--- src/rtl/fcc_pkg.sv ---
package fcc_pkg;
  localparam int IST_MASTER = 15;
  localparam int IST_RESET  = 4;
  localparam int IST_ERASE  = 5;
  localparam int IST_PROG   = 6;
  localparam int IST_LOAD   = 7;
  localparam int CST_CMD    = 10;
  localparam int CST_ERASE  = 11;
  localparam int CST_PROG   = 12;
  localparam int CST_LOAD   = 13;
  localparam int CFG_POL    = 6;
  localparam int CFG_RDY    = 7;

  typedef enum logic [1:0] {BE_NONE = 2'd0, BE_LOAD = 2'd1, BE_PROG = 2'd2, BE_ERASE = 2'd3} be_op_e;
  typedef enum logic [2:0] {K_ENGINE, K_MASTER, K_RESUME, K_SUSPEND, K_HOTRST, K_BAD} cmd_kind_e;

  typedef struct packed {
    cmd_kind_e kind;
    be_op_e    op;
  } cmd_dec_t;
endpackage

--- src/rtl/fcc_cmd_decode.sv ---
module fcc_cmd_decode
  import fcc_pkg::*;
#(
  parameter int DATA_W = 16
) (
  input  logic [DATA_W-1:0] code,
  output cmd_dec_t          dec
);
  always_comb begin
    dec.kind = K_BAD;
    dec.op   = BE_NONE;
    case (code)
      DATA_W'(16'h0000), DATA_W'(16'h0013): begin
        dec.kind = K_ENGINE; dec.op = BE_LOAD;
      end
      DATA_W'(16'h0080), DATA_W'(16'h001A), DATA_W'(16'h001B): begin
        dec.kind = K_ENGINE; dec.op = BE_PROG;
      end
      DATA_W'(16'h0094): begin
        dec.kind = K_ENGINE; dec.op = BE_ERASE;
      end
      DATA_W'(16'h0030): dec.kind = K_RESUME;
      DATA_W'(16'h00B0): dec.kind = K_SUSPEND;
      DATA_W'(16'h0023), DATA_W'(16'h0027), DATA_W'(16'h002A),
      DATA_W'(16'h002C), DATA_W'(16'h0065): dec.kind = K_MASTER;
      DATA_W'(16'h00F0), DATA_W'(16'h00F3): dec.kind = K_HOTRST;
      default: dec.kind = K_BAD;
    endcase
  end
endmodule

--- src/rtl/fcc_event_regs.sv ---
module fcc_event_regs
  import fcc_pkg::*;
#(
  parameter int DATA_W = 16
) (
  input  logic              clk,
  input  logic              rst,
  input  logic              soft_rst,
  input  logic              ist_wr,
  input  logic [DATA_W-1:0] wr_data,
  input  logic [DATA_W-1:0] ist_set,
  input  logic [DATA_W-1:0] cst_set,
  output logic [DATA_W-1:0] ist_q,
  output logic [DATA_W-1:0] cst_q
);
  localparam logic [DATA_W-1:0] IST_COLD = DATA_W'((1 << IST_MASTER) | (1 << IST_LOAD));
  localparam logic [DATA_W-1:0] IST_HOT  = DATA_W'((1 << IST_MASTER) | (1 << IST_RESET));
  localparam logic [DATA_W-1:0] ERR_MASK =
    DATA_W'((1 << CST_CMD) | (1 << CST_ERASE) | (1 << CST_PROG) | (1 << CST_LOAD));

  logic [DATA_W-1:0] ist_masked;
  logic [DATA_W-1:0] cst_kept;

  // Mask write applies first, then new events are merged in
  always_comb begin
    ist_masked = ist_wr ? (ist_q & wr_data) : ist_q;
    cst_kept   = (ist_wr && !ist_masked[IST_MASTER]) ? (cst_q & ~ERR_MASK) : cst_q;
  end

  always_ff @(posedge clk) begin
    if (rst) begin
      ist_q <= IST_COLD;
      cst_q <= '0;
    end else if (soft_rst) begin
      ist_q <= IST_HOT;
      cst_q <= '0;
    end else begin
      ist_q <= ist_masked | ist_set;
      cst_q <= cst_kept | cst_set;
    end
  end

  assert_and_only_R3: assert property (@(posedge clk) disable iff (rst)
    (ist_wr && !soft_rst && ist_set == '0) |=> ((ist_q & ~$past(ist_q)) == '0));

  assert_err_wipe_R4: assert property (@(posedge clk) disable iff (rst)
    (ist_wr && !wr_data[IST_MASTER] && !soft_rst && ist_set == '0 && cst_set == '0)
      |=> (!ist_q[IST_MASTER] && cst_q[CST_LOAD:CST_CMD] == '0));
endmodule

--- src/rtl/flash_cmd_ctrl.sv ---
module flash_cmd_ctrl
  import fcc_pkg::*;
#(
  parameter int DATA_W = 16,
  parameter int ADDR_W = 3
) (
  input  logic              clk,
  input  logic              rst,
  input  logic              warm_rst,
  input  logic [ADDR_W-1:0] bus_addr,
  input  logic              bus_wr,
  input  logic [DATA_W-1:0] bus_wdata,
  output logic [DATA_W-1:0] bus_rdata,
  output logic              be_start,
  output logic [1:0]        be_op,
  input  logic              be_done,
  input  logic              be_err,
  output logic              irq,
  output logic              rdy
);
  localparam logic [ADDR_W-1:0] A_CMD  = ADDR_W'(0);
  localparam logic [ADDR_W-1:0] A_CFG1 = ADDR_W'(1);
  localparam logic [ADDR_W-1:0] A_CFG2 = ADDR_W'(2);
  localparam logic [ADDR_W-1:0] A_CST  = ADDR_W'(3);
  localparam logic [ADDR_W-1:0] A_IST  = ADDR_W'(4);
  localparam logic [DATA_W-1:0] CFG1_INIT = DATA_W'(16'h40C0);
  localparam logic [DATA_W-1:0] CFG1_RD_MASK = ~DATA_W'(5'h1F);

  logic [DATA_W-1:0] cmd_q, cfg1_q, cfg2_q, ist_q, cst_q;
  logic [DATA_W-1:0] ist_set, cst_set;
  logic              busy_q, start_q, rdy_q;
  be_op_e            op_q;
  cmd_dec_t          dec;
  logic              cmd_wr, accept, soft_rst, fin;

  fcc_cmd_decode #(.DATA_W(DATA_W)) i_dec (.code(bus_wdata), .dec(dec));

  assign cmd_wr   = bus_wr && (bus_addr == A_CMD);
  assign accept   = cmd_wr && !ist_q[IST_MASTER] && !busy_q;
  assign soft_rst = warm_rst || (accept && dec.kind == K_HOTRST);
  assign fin      = busy_q && be_done;

  always_comb begin
    ist_set = '0;
    cst_set = '0;
    if (accept) begin
      case (dec.kind)
        K_MASTER: ist_set[IST_MASTER] = 1'b1;
        K_RESUME: begin ist_set[IST_MASTER] = 1'b1; ist_set[IST_ERASE] = 1'b1; end
        K_BAD:    begin ist_set[IST_MASTER] = 1'b1; cst_set[CST_CMD] = 1'b1; end
        default:  ;
      endcase
    end
    if (fin) begin
      ist_set[IST_MASTER] = 1'b1;
      case (op_q)
        BE_LOAD:  ist_set[IST_LOAD]  = 1'b1;
        BE_PROG:  ist_set[IST_PROG]  = 1'b1;
        BE_ERASE: ist_set[IST_ERASE] = 1'b1;
        default:  ;
      endcase
      if (be_err) begin
        cst_set[CST_CMD] = 1'b1;
        case (op_q)
          BE_LOAD:  cst_set[CST_LOAD]  = 1'b1;
          BE_PROG:  cst_set[CST_PROG]  = 1'b1;
          BE_ERASE: cst_set[CST_ERASE] = 1'b1;
          default:  ;
        endcase
      end
    end
  end

  fcc_event_regs #(.DATA_W(DATA_W)) i_evt (
    .clk(clk), .rst(rst), .soft_rst(soft_rst),
    .ist_wr(bus_wr && bus_addr == A_IST), .wr_data(bus_wdata),
    .ist_set(ist_set), .cst_set(cst_set),
    .ist_q(ist_q), .cst_q(cst_q)
  );

  // Engine handshake
  always_ff @(posedge clk) begin
    if (rst || warm_rst) begin
      start_q <= 1'b0;
      busy_q  <= 1'b0;
      op_q    <= BE_NONE;
    end else begin
      start_q <= 1'b0;
      if (accept && dec.kind == K_ENGINE) begin
        start_q <= 1'b1;
        busy_q  <= 1'b1;
        op_q    <= dec.op;
      end else if (fin) begin
        busy_q <= 1'b0;
      end
    end
  end

  // Command and configuration registers
  always_ff @(posedge clk) begin
    if (rst) cmd_q <= '0;
    else if (accept) cmd_q <= bus_wdata;
  end

  always_ff @(posedge clk) begin
    if (rst || soft_rst) begin
      cfg1_q <= CFG1_INIT;
      cfg2_q <= '0;
      rdy_q  <= 1'b1;
    end else if (bus_wr && bus_addr == A_CFG1) begin
      cfg1_q <= bus_wdata;
      rdy_q  <= bus_wdata[CFG_RDY];
    end else if (bus_wr && bus_addr == A_CFG2) begin
      cfg2_q <= bus_wdata;
    end
  end

  always_ff @(posedge clk) begin
    if (rst) bus_rdata <= '0;
    else begin
      case (bus_addr)
        A_CMD:   bus_rdata <= cmd_q;
        A_CFG1:  bus_rdata <= cfg1_q & CFG1_RD_MASK;
        A_CFG2:  bus_rdata <= cfg2_q;
        A_CST:   bus_rdata <= cst_q;
        A_IST:   bus_rdata <= ist_q;
        default: bus_rdata <= '0;
      endcase
    end
  end

  assign be_start = start_q;
  assign be_op    = op_q;
  assign rdy      = rdy_q;
  assign irq      = ist_q[IST_MASTER] ^ ~cfg1_q[CFG_POL];

  assert_cmd_gated_R5: assert property (@(posedge clk) disable iff (rst)
    (cmd_wr && !warm_rst && (ist_q[IST_MASTER] || busy_q)) |=> (!be_start && cmd_q == $past(cmd_q)));

  assert_start_pulse_R6: assert property (@(posedge clk) disable iff (rst)
    be_start |=> !be_start);

  assert_start_op_R6: assert property (@(posedge clk) disable iff (rst)
    be_start |-> (be_op != BE_NONE));

  assert_fail_flags_R8: assert property (@(posedge clk) disable iff (rst)
    (busy_q && be_done && be_err && !warm_rst) |=> (cst_q[CST_CMD] && ist_q[IST_MASTER]));

  assert_rdy_follow_R12: assert property (@(posedge clk) disable iff (rst)
    (bus_wr && bus_addr == A_CFG1 && !warm_rst) |=> (rdy == $past(bus_wdata[CFG_RDY])));
endmodule

--- config.mk ---
export PLATFORM = sky130hd
export DESIGN_NAME = flash_cmd_ctrl
export DESIGN_NICKNAME = d
export VERILOG_FILES = /design/src/rtl/fcc_pkg.sv /design/src/rtl/fcc_cmd_decode.sv /design/src/rtl/fcc_event_regs.sv /design/src/rtl/flash_cmd_ctrl.sv
export SDC_FILE = /design/constraint.sdc
export NUM_CORES = 1
export LEC_CHECK = 0
export CORE_ASPECT_RATIO = 0.9
export CORE_UTILIZATION = 61
export DETAILED_ROUTE_END_ITERATION = 10
export GPL_TIMING_DRIVEN = 0
export PLACE_DENSITY = 0.85
export SLEW_MARGIN = 20
export SYNTH_ARGS = -nofsm -noshare
export SYNTH_HDL_FRONTEND = slang
export SYNTH_HIERARCHICAL = 1
export SYNTH_SLANG_ARGS = --single-unit
--- constraint.sdc ---
create_clock -name clk -period 4 [get_ports clk]
set_input_delay 0.4 -clock clk [delete_from_list [all_inputs] [get_ports clk]]
set_output_delay 0.4 -clock clk [all_outputs]
set_load 0.05 [all_outputs]
==> results of run 1 <==
cells in the mapped netlist, types with 2 or more instances:
master / number
nor4_1: 2
nor2_1: 57
a22oi_1: 26
nor3b_2: 2
nand4bb_1: 2
mux2_2: 10
nand3b_1: 2
nor4bb_1: 2
nor4_4: 2
nand2_1: 14
a311oi_1: 4
a211o_1: 2
clkbuf_1: 19
a21oi_1: 35
dfxtp_1: 95
buf_2: 9
nand2b_1: 9
nor2b_1: 5
buf_6: 4
a211oi_1: 2
nor3b_1: 13
inv_1: 8
mux2i_1: 30
nand3_1: 22
nor3_1: 43
o21ai_0: 21
nand4_1: 3
a31oi_1: 2
a32oi_1: 5
report_power, final:
| group | internal (W) | switching [W] | leakage [nW] |
|---|---|---|---|
| Clock | 0.000347 | 0.000323 | 0.0978 |
| Sequential | 0.000963 | 0.0000100 | 0.771 |
| Combinational | 0.0000680 | 0.000114 | 0.843 |
per-layer routing:
layer	up-vias	GRT usage	share of wire
met4	0	0.133	0.021
met1	1867	0.444	0.42
met3	28	0.0665	0.092
li1	1862	-	-
met5	-	0	0
met2	199	0.552	0.47
layout by cell type, fill, tap and decap left out, types with 3 or more instances in the layout:
cell             instances
nor3b_1                 13
conb_1                  35
buf_6                    4
nor2b_1                  5
a22oi_1                 26
a311oi_1                 4
buf_2                    9
nor3_1                  43
clkbuf_1                19
nand2_1                 14
clkdlybuf4s50_1         44
o21ai_0                 21
clkbuf_8                 9
nand3_1                 22
nand2b_1                 9
mux2i_1                 30
mux2_2                  10
nand4_1                  3
inv_1                    8
dfxtp_1                 95
nor2_1                  57
a21oi_1                 35
a32oi_1                  5
layout make-up:
class | instances | area [µm²]
multi-input combinational | 370 | 2250
timing repair buffer | 44 | 440
inverter | 8 | 30.0
clock inverter | 5 | 83.8
sequential | 95 | 1900
buffer | 34 | 174
tap | 90 | 113
fill | 505 | 1540
clock buffer | 9 | 124
final timing paths:
| check | to | slack [ps] |
|---|---|---|
| worst max register to register | i_evt/ist_q[12]$_SDFF_PP0_ | 1550 |
| worst min register to register | i_evt/cst_q[0]$_SDFF_PP0_ | 480 |
| worst max-delay path | i_evt/ist_q[12]$_SDFF_PP0_ | 580 |
| worst min-delay path | bus_rdata[10]$_SDFF_PP0_ | 440 |
metrics by stage:
| stage | hold WS (ps) | utilization | std cells | setup WS (ps) | area (µm²) |
|---|---|---|---|---|---|
| 6_report | 444 | 0.769 | 655 | 580 | 5120 |
| 5_1_grt | 467 | 0.769 | 655 | 453 | 5120 |
| 3_3_place_gp | 444 | 0.738 | 641 | 365 | 4910 |
| 3_5_place_dp | 464 | 0.738 | 641 | 285 | 4910 |
| 4_1_cts | 445 | 0.769 | 655 | 625 | 5120 |
| 2_1_floorplan | 429 | - | 507 | 1250 | 4360 |
registers in the layout (all words and copies together) (netlist names):
name and count:
be_op 2, be_start 1, bus_rdata 16, busy_q 1
cfg1_q 11, cfg2_q 16, cmd_q 16, i_evt/cst_q 16
i_evt/ist_q 16
logic make-up after synthesis:
group           count (synthesis)  synth area share
compound gates                105             0.158
other cells                     1          0.000886
xor+xnor                        1           0.00207
flops                          95             0.450
simple gates                  189             0.244
buf+inv                        42            0.0482
mux                            40            0.0976
critical path: stages:
cell,delay [ps]
clkdlybuf4s50_1,690
or4_1,670
nor2_1,160
o21ai_2,90
a311o_1,360
or4_4,610
nand2b_1,180
or2_4,170
buf_2,240
nor3_1,100
==> results.sh, run 1 <==
export IMPL_path_max_fanout=10
export IMPL_worstPathArrival_ps=3660
export IMPL_power_density_nw_per_um2=357
export IMPL_grt_max_degree=16
export IMPL_worstSetupPathType="input pin to flip-flop"
export IMPL_async_reset_ff_frac=0
export IMPL_initial_core_util=0.636
export IMPL_drtIter0Drc=331
export IMPL_leakage_nw=1.71
export IMPL_synthTopCellsByArea="dfxtp_1 45%, mux2i_1 7.1%, nor3_1 5.1%"
export IMPL_drive_gt1_frac=0.0867
export IMPL_wire_per_inst_um=18.0
export IMPL_fin_crit_sh=0.855
export IMPL_synth_edff_count=0
export IMPL_min_delay_start="bus_addr[2]"
export IMPL_postSynthCellCount=473
export IMPL_cap_violations=0
export IMPL_ys_ff_latch=95
export IMPL_io_buffers=44
export IMPL_synth_top_cell_area_share=0.450
export IMPL_avgSynthCellArea_um2=8.94
export IMPL_nets=587
export IMPL_cts_setup_buffers=0
export IMPL_synth_cell_types=52
export IMPL_critPathCaptureType="flip-flop"
export IMPL_viasPerCell=6.04
export IMPL_core_um2=6660
export IMPL_dieArea_um2=7270
export IMPL_cts_tree="done"
export IMPL_setup_violations=0
export IMPL_ant_nets=0
export IMPL_clock_sinks=95
export IMPL_cts_root_buf="clkbuf_8"
export IMPL_grt_overflow=0
export IMPL_path_clk_slew_ps=90
export IMPL_cts_resized=0
export IMPL_io_pins=46
export IMPL_synth_seq_area_share=0.450
export IMPL_crit_path_start="bus_wdata[5]"
export IMPL_rsz0062_at_grt="false"
export IMPL_synth_area_leader_cell="dfxtp_1"
export IMPL_hold_viol=0
export IMPL_hold_buffers=0
export IMPL_hold_depth=3
export IMPL_hpwl_mm=8.48
export IMPL_critPathRequiredTime_ps=4240
export IMPL_grt_pass1_vias=3714
export IMPL_tightest_slew_ps=850
export IMPL_numCtsBuffers=9
export IMPL_fin_crit_ps=3420
export IMPL_first_pass_iters=6
export IMPL_die_h_um=81
export IMPL_cts_buffer_depth=2
export IMPL_fin_skew_ps=6.81
export IMPL_fmax_mhz=292
export IMPL_drv_slew=0
export IMPL_outcome="completed"
export IMPL_ir_worst_vdd_mv=0.261
export IMPL_relSlewSlack=0.432
export IMPL_syn_area_um2=4230
export IMPL_vias=3956
export IMPL_grt_pass1_wl_mm=18.6
export IMPL_gp_congestion=0.895
export IMPL_hold_class="input pin to flip-flop"
export IMPL_worstSkewPairLatency_ps=360
export IMPL_rows=28
export IMPL_cts_max_level=3
export IMPL_areaGrowthSynthToFinish_pct=21.0
export IMPL_crit_path_start_kind="input pin"
export IMPL_drc=0
export IMPL_synth_ff_type="dfxtp_1"
export IMPL_dieWidth_um=89.8
export IMPL_gr_usage_all_layers=0.337
export IMPL_antenna_cells=0
export IMPL_wl_mm=11.8
export IMPL_timing_rr_start="busy_q$_SDFFE_PP0P_"
export IMPL_fin_tns_setup_ps=0
export IMPL_antenna_found_initial=0
export IMPL_yosysWarningCount=6
export IMPL_reg2reg_depth=7
export IMPL_power_total_w=0.00183
No activity file was read; power rests on OpenSTA's default activity.
==> inputs of run 2 (changes only) <==
- CORE_UTILIZATION: 61 -> 59
- MAX_ROUTING_LAYER: default -> met4
- SYNTH_HIERARCHICAL: 1 -> default
==> run 2 against run 1 <==
Register-to-register slack improved by 80 ps; sequential share of layout area increased by 2.2 points; total power decreased by 11%; synthesized cell count is 8.0% lower; combinational power decreased by 27%; routed wire length is 19% lower; via count down 13%; first-iteration DRC count grew 46%; non-clock buffer count down 3; maximum frequency up 25%; clock power fell by 0.9%.
==> results.sh, run 2 <==
export IMPL_outcome="completed"
export IMPL_rsz0062_at_grt="false"
export IMPL_drtIter0Drc=483
export IMPL_whs_ps=422
export IMPL_crit_path_start="bus_wdata[5]"
export IMPL_io_buffers=43
export IMPL_yosysMostFrequentCell="nand2_1"
export IMPL_path_clk_slew_ps=80
export IMPL_dieArea_um2=6230
export IMPL_drv_slew=0
export IMPL_postSynthCellCount=435
export IMPL_areaGrowthSynthToFinish_pct=21.1
export IMPL_mostFrequentLayoutCell="nand2_1"
export IMPL_final_cell_mix="97 x nand2_1, 83 x dfxtp_1, 55 x a21oi_1, 47 x nor2_1, 43 x clkdlybuf4s50_1"
export IMPL_timing_rr_start="busy_q$_SDFFE_PP0P_"
export IMPL_nets=514
export IMPL_async_reset_ff_frac=0
export IMPL_fmax_mhz=365
export IMPL_crit_buf_inv=2
export IMPL_synth_edff_count=0
export IMPL_antenna_found_initial=0
export IMPL_syn_area_um2=3490
export IMPL_ys_ff_latch=83
export IMPL_tightest_slew_ps=617
export IMPL_ant_nets=0
export IMPL_worst_path_max_delay_cell="clkdlybuf4s50_1"
export IMPL_reg_top3="bus_rdata x16, cfg2_q x16, cmd_q x16"
export IMPL_io_pins=46
export IMPL_fin_skew_ps=11.8
export IMPL_worstPathArrival_ps=2960
export IMPL_cts_setup_buffers=0
export IMPL_hold_depth=3
export IMPL_cap_violations=0
export IMPL_initial_core_util=0.613
export IMPL_synth_ff_type="dfxtp_1"
export IMPL_drive_gt1_frac=0.0607
export IMPL_setup_violations=0
export IMPL_synth_seq_area_share=0.476
export IMPL_grt_pass1_wl_mm=14.8
export IMPL_synth_area_leader_cell="dfxtp_1"
export IMPL_fin_crit_sh=0.685
export IMPL_worstPathCellList="clkdlybuf4s50_1, nor4bb_1, o2111ai_1, o31ai_1, clkbuf_1, a21oi_1"
export IMPL_hold_class="input pin to flip-flop"
export IMPL_synthTopCellsByArea="dfxtp_1 48%, nand2_1 10%, a21oi_1 7.9%"
export IMPL_power_total_w=0.00163
export IMPL_dieWidth_um=83.1
export IMPL_cts_root_buf="clkbuf_8"
export IMPL_r2r_slack_ps=1630
export IMPL_fin_tns_setup_ps=0
export IMPL_path_max_fanout=10
export IMPL_cts_max_level=3
export IMPL_gp_congestion=0.883
export IMPL_worstSetupPathType="input pin to flip-flop"
export IMPL_die_h_um=75.0
export IMPL_path_depth=6
export IMPL_crit_path_start_kind="input pin"
export IMPL_max_stage_delay_ps=670
export IMPL_hold_viol=0
export IMPL_wl_mm=9.51
export IMPL_grt_overflow=0
export IMPL_antenna_cells=0
export IMPL_viasPerCell=6.09
export IMPL_hpwl_mm=6.72
export IMPL_critPathTopFamily="buffers and inverters"
export IMPL_numCtsBuffers=9
export IMPL_critPathRequiredTime_ps=4220
export IMPL_cts_resized=0
export IMPL_leakage_nw=1.37
export IMPL_synth_top_cell_area_share=0.476
export IMPL_synth_cell_types=43
export IMPL_core_um2=5690
export IMPL_grt_max_degree=14
export IMPL_vias=3432
export IMPL_cts_tree="done"
export IMPL_worstSkewPairLatency_ps=360
export IMPL_critPathCaptureType="flip-flop"
export IMPL_relSlewSlack=0.588
export IMPL_first_pass_iters=5
export IMPL_min_delay_start="bus_wdata[0]"
export IMPL_reg2reg_depth=5
export IMPL_hold_buffers=0
export IMPL_yosys_top_cells_count="97 x nand2_1, 83 x dfxtp_1, 55 x a21oi_1"
export IMPL_grt_pass1_vias=2964
export IMPL_drc=0
export IMPL_pre_cts_ws_ps=953
export IMPL_cts_buffer_depth=2
export IMPL_rows=26
export IMPL_synth_fp_nets=460
export IMPL_avgSynthCellArea_um2=8.02
export IMPL_clock_sinks=83
export IMPL_wire_per_inst_um=16.9
export IMPL_ir_worst_vdd_mv=0.283
export IMPL_power_density_nw_per_um2=386
export IMPL_fin_ws_ps=1260
export IMPL_yosysWarningCount=0
export IMPL_fin_crit_ps=2740
export IMPL_gr_usage_all_layers=0.323
## run 2: cell types whose count changed after synthesis, moves of 12 or more
| cell | before | now |
|---|---|---|
| dfxtp_1 | 95 | 83 |
| nand3_1 | 22 | 4 |
| nor3_1 | 43 | 8 |
| nand2_1 | 14 | 97 |
| mux2i_1 | 30 | 5 |
| a21oi_1 | 35 | 55 |
## run 2: through the flow
stage               utilization  instance area (µm²)  cells
finish                    0.742                 4230    564
floorplan                     -                 3490    435
CTS                       0.742                 4230    564
detailed placement        0.704                 4010    548
global route              0.742                 4230    564
global placement          0.704                 4010    548
## run 2: worst min-delay path: stages
cell and delay, ps:
clkbuf_1 180, nand2_1 100, a21oi_1 50
## run 2: path summary, 6_finish.rpt
kind	endpoint
hold / removal	cmd_q[0]$_SDFFE_PP0P_
setup reg to reg	cfg2_q[0]$_SDFFE_PP0P_
setup / recovery	cfg2_q[0]$_SDFFE_PP0P_
hold reg to reg	cfg1_q[9]$_SDFFE_PP0P_
## run 2: layer usage
metal	wire length, µm	GRT usage
met1	4070	0.408
met2	4470	0.520
met3	841	0.0757
met4	127	0.105
met5	0	-
## run 2: area by class of cell
class | count | area [µm²]
timing repair buffer | 43 | 430
tap | 70 | 87.6
buffer | 32 | 125
clock inverter | 4 | 73.8
clock buffer | 12 | 145
inverter | 2 | 7.51
multi-input combinational | 318 | 1700
fill | 413 | 1470
sequential | 83 | 1660
## run 2: report_power, final
group	total (W)	switching [W]	leakage (nW)	internal, W
clock network	0.000664	0.000295	0.111	0.000369
logic	0.000133	0.0000861	0.593	0.0000466
registers	0.000833	0.00000263	0.670	0.000831
## run 2: cell families (layout without fill, tap and decap cells)
| family | count (synthesis) | after routing | synth area share |
|---|---|---|---|
| muxes | 10 | 10 | 0.0305 |
| buffers and inverters | 34 | 93 | 0.0380 |
| DFF | 83 | 83 | 0.476 |
| xor gates and xnor gates | 2 | 2 | 0.00502 |
| AOI/OAI and AO/OA | 115 | 115 | 0.200 |
| and+or+nand+nor | 191 | 191 | 0.250 |
